$ cat src/rtl/preamble_seq_pkg.sv
package preamble_seq_pkg;
  typedef enum logic [1:0] {
    PRE_Z = 2'b00,
    PRE_X = 2'b01,
    PRE_Y = 2'b10
  } pre_e;
endpackage

$ cat src/rtl/ps_pos_counter.sv
module ps_pos_counter #(
  parameter int SUBF = 384,
  localparam int CW = $clog2(SUBF)
) (
  input  logic          clk,
  input  logic          rst,
  input  logic          en,
  input  logic          sf_strobe,
  output logic [CW-1:0] pos
);
  localparam logic [CW-1:0] LAST = CW'(SUBF - 1);

  always_ff @(posedge clk) begin
    if (rst || !en) begin
      pos <= '0;
    end else if (sf_strobe) begin
      pos <= (pos == LAST) ? '0 : pos + 1'b1;
    end
  end
endmodule

$ cat src/rtl/ps_decode.sv
module ps_decode
  import preamble_seq_pkg::*;
#(
  parameter int SUBF = 384,
  localparam int CW = $clog2(SUBF),
  localparam int FW = CW - 1
) (
  input  logic [CW-1:0] pos,
  output pre_e          code,
  output logic          first,
  output logic [FW-1:0] fidx
);
  always_comb begin
    first = (pos == '0);
    if (first)       code = PRE_Z;
    else if (pos[0]) code = PRE_Y;
    else             code = PRE_X;
    fidx = pos[CW-1:1];
  end
endmodule

$ cat src/rtl/preamble_seq.sv
module preamble_seq
  import preamble_seq_pkg::*;
#(
  parameter int FRAMES = 192,
  localparam int SUBF = 2 * FRAMES,
  localparam int CW = $clog2(SUBF),
  localparam int FW = CW - 1
) (
  input  logic          clk,
  input  logic          rst,
  input  logic          en,
  input  logic          sf_strobe,
  output logic [1:0]    pre_code,
  output logic          blk_start,
  output logic [FW-1:0] frame_idx
);
  logic [CW-1:0] pos;
  pre_e          nxt_code;
  logic          nxt_first;
  logic [FW-1:0] nxt_fidx;

  ps_pos_counter #(.SUBF(SUBF)) u_cnt (
    .clk(clk), .rst(rst), .en(en), .sf_strobe(sf_strobe), .pos(pos)
  );

  ps_decode #(.SUBF(SUBF)) u_dec (
    .pos(pos), .code(nxt_code), .first(nxt_first), .fidx(nxt_fidx)
  );

  always_ff @(posedge clk) begin
    if (rst || !en) begin
      pre_code  <= PRE_Z;
      blk_start <= 1'b0;
      frame_idx <= '0;
    end else if (sf_strobe) begin
      pre_code  <= nxt_code;
      blk_start <= nxt_first;
      frame_idx <= nxt_fidx;
    end
  end
endmodule

$ cat config.mk
export PLATFORM = sky130hd
export DESIGN_NAME = preamble_seq
export DESIGN_NICKNAME = d
export VERILOG_FILES = /design/src/rtl/preamble_seq_pkg.sv /design/src/rtl/ps_pos_counter.sv /design/src/rtl/ps_decode.sv /design/src/rtl/preamble_seq.sv
export SDC_FILE = /design/constraint.sdc
export NUM_CORES = 1
export LEC_CHECK = 0
export BUFFER_PORTS_ARGS = -buffer_cell sky130_fd_sc_hd__buf_2
export CELL_PAD_IN_SITES_DETAIL_PLACEMENT = 1
export CELL_PAD_IN_SITES_GLOBAL_PLACEMENT = 1
export CORE_MARGIN = 5
export CORE_UTILIZATION = 40
export DETAILED_ROUTE_END_ITERATION = 10
export PLACE_DENSITY_LB_ADDON = 0.1
export SETUP_SLACK_MARGIN = 0.5
export SLEW_MARGIN = 40
export SYNTH_ARGS = -nofsm -noshare
export SYNTH_HDL_FRONTEND = slang
export SYNTH_HIERARCHICAL = 1
export SYNTH_SLANG_ARGS = --single-unit
$ cat constraint.sdc
create_clock -name clk -period 1.9 [get_ports clk]
set_input_delay 0.38 -clock clk [delete_from_list [all_inputs] [get_ports clk]]
set_output_delay 0.38 -clock clk [all_outputs]
set_load 0.05 [all_outputs]
==> results.json <==
{
  "synthesis.area_um2": 908,
  "ioPinCount": 15,
  "slew_violations": 0,
  "critPathCaptureType": "flop",
  "finalWeightedCongestion": 0.717,
  "min_path_type": "in2reg",
  "die_w_um": 57.7,
  "io_buffers": 14,
  "hold-worst-slack_ps": 366,
  "ys_seq_elements": 20,
  "synthCells": 95,
  "initial_core_util_pct": 41.5,
  "h-tree-depth": 1,
  "ctsRootBufferMaster": "clkbuf_4",
  "area_delta_synth_final_pct": 17.2,
  "dieArea_mm2": 0.00332,
  "clock_latency_ps": 310,
  "num_rows": 17,
  "status": "completed",
  "wl_per_cell_um": 15.0,
  "via_count": 706,
  "dieHeight_um": 57.7,
  "grt_max_degree": 13,
  "wirelength_um": 2020,
  "synth_top_cell_area_share_pct": 44.1,
  "fin_tns_setup_ps": 0,
  "peakVddDrop_mv": 0.531,
  "detail_route.first_pass.iterations": 4,
  "clk_pin_slew_ps": 130,
  "setup_viol": 0,
  "dpl.hpwl_um": 1390,
  "gr-usage-all-layers_pct": 13.7,
  "drv_cap": 0,
  "ys_types": 26,
  "ant_nets": 0,
  "layout_commonest_cell": "nor2_1",
  "worst_ep_required_time_ps": 2090,
  "antenna_cells": 0,
  "cts_tree": "done",
  "synth_area_leaders": "dfxtp_1 44%, mux2i_1 13%, buf_4 7.4%, nor2_1 6.6%, xor2_1 2.9%",
  "numCtsBuffers": 3,
  "drive_gt1_share_pct": 36.4,
  "skew_ps": 7.76,
  "power.density_mw_per_mm2": 781,
  "grt_pass1_vias": 744,
  "syn-num-nets": 100,
  "min_period_ps": 1420,
  "layout_common_cells": "16 x nor2_1, 14 x buf_2, 12 x mux2i_1, 12 x dfxtp_1, 6 x buf_4",
  "ctsLongestPathBuffers": 2,
  "viasPerCell": 5.23,
  "critPathLaunchType": "flop",
  "worst_path_max_delay_cell": "or4_4",
  "synth_warnings": 6,
  "layout.nets": 113,
  "syn_area_per_cell_um2": 9.56,
  "ctsHoldBuffers": 0,
  "dpl_cell_area_um2": 933,
  "critPathArrivalTime_ps": 1610,
  "relSlewSlack_pct": 70.0,
  "critPathMaxStageDelay_ps": 520,
  "finalCritPeriodShare_pct": 74.5,
  "yosysSeqAreaShare_pct": 44.1,
  "synth_top_area_cell": "dfxtp_1",
  "clock-sinks": 20,
  "coreArea_mm2": 0.00219,
  "worst_pin_slew_ps": 450,
  "stdcell_count": 135,
  "p_leak_uw": 0.000448,
  "max_clock_freq_mhz": 706,
  "drtIter0Drc": 6,
  "finalHoldViolCount": 0,
  "crit_fanout": 4,
  "drcViolationCount": 0,
  "dp_cells": 126,
  "grt_pass1_wl_um": 3490,
  "crit_type": "reg2reg",
  "cp_cell_sequence": "or4_4, o21ba_1, mux2i_1, nor2_1",
  "design_area_mm2": 0.00106,
  "rsz0062_at_grt": "true",
  "grt-ovfl-total": 0,
  "antenna_found_initial": 0
}
==> state kept, by name (all words and copies together), names as in the netlist <==
| name | cells |
|---|---|
| blk_start | 1 |
| pre_code | 2 |
| u_cnt/pos | 9 |
| frame_idx | 8 |
==> synthesized netlist by cell type, drive strengths merged <==
cell type and instances:
dfxtp 20, nor3 1, buf 11, o41ai 1
ha 1, clkbuf 1, nand2b 2, a41o 1
a21oi 4, xnor2 1, o21ba 1, mux2i 12
xor2 3, or4 3, nor2b 1, o21ai 4
nand2 2, inv 2, nand4 3, nor2 16
nand3 2, or3 3
==> power breakdown <==
part | internal (µW) | switching [µW]
clock network | 213 | 146
logic | 20.6 | 29.9
registers | 419 | 2.56
==> final timing paths <==
kind / endpoint / startpoint / cells past startpoint / slack (ps)
hold reg to reg: pre_code[1] / pre_code[1] / 2 / 510
setup / recovery: pre_code[0] / u_cnt/pos[1] / 4 / 480
setup reg to reg: pre_code[0] / u_cnt/pos[1] / 4 / 480
hold / removal: u_cnt/pos[5] / rst / 4 / 370
==> cell type report <==
class	instances	area, µm²
Clock inverter	1	30.0
Multi-Input combinational cell	61	437
Fill cell	273	1130
Timing Repair Buffer	20	115
Inverter	2	7.51
Sequential cell	20	418
Clock buffer	3	22.5
Tap cell	28	35.0
==> cells by family (layout without fill, tap and decap cells) <==
family | count (synthesis) | in the layout | share of synthesized area [%]
DFF | 20 | 20 | 44.1
and+or+nand+nor | 33 | 33 | 19.3
adders and majority gates | 1 | 1 | 1.38
AOI/OAI and AO/OA | 11 | 11 | 7.71
muxes | 12 | 12 | 13.2
buffers and inverters | 14 | 26 | 10.5
xor gates and xnor gates | 4 | 4 | 3.86
==> critical path, delay by kind of cell, from the launching register on <==
| family | cells | cell delay [ps] |
|---|---|---|
| AOI/OAI and AO/OA | 1 | 210 |
| DFF | 1 | 390 |
| muxes | 1 | 130 |
| and+or+nand+nor | 2 | 570 |
==> routing by layer <==
metal	wire length [µm]	part of all wire, %	GRT usage (%)	vias to the layer above
li1	-	-	-	343
met1	894	44	15.9	346
met2	1010	50	23.1	11
met3	72	3.6	2.90	6
met4	47	2.3	7.95	0
met5	0	0	0	-
==> per-stage QoR <==
stage | utilization [%] | power [µW] | setup WS (ps)
floorplan | - | 471 | 508
global placement | 42.6 | 479 | 314
detailed placement | 42.6 | 480 | 198
CTS | 48.5 | 835 | 511
global route | 48.6 | 871 | 441
finish | 48.6 | 831 | 484
==> repair_timing <==
action / 4_1_cts / 5_1_grt
gates resized for setup: 14 / 1
pin swaps: 2 / 0
setup buffers: 5 / 0
setup endpoints to repair: 7 / 7
endpoints found under the hold margin: 0 / 0
Note: power is estimated with default switching activity, not from simulation.
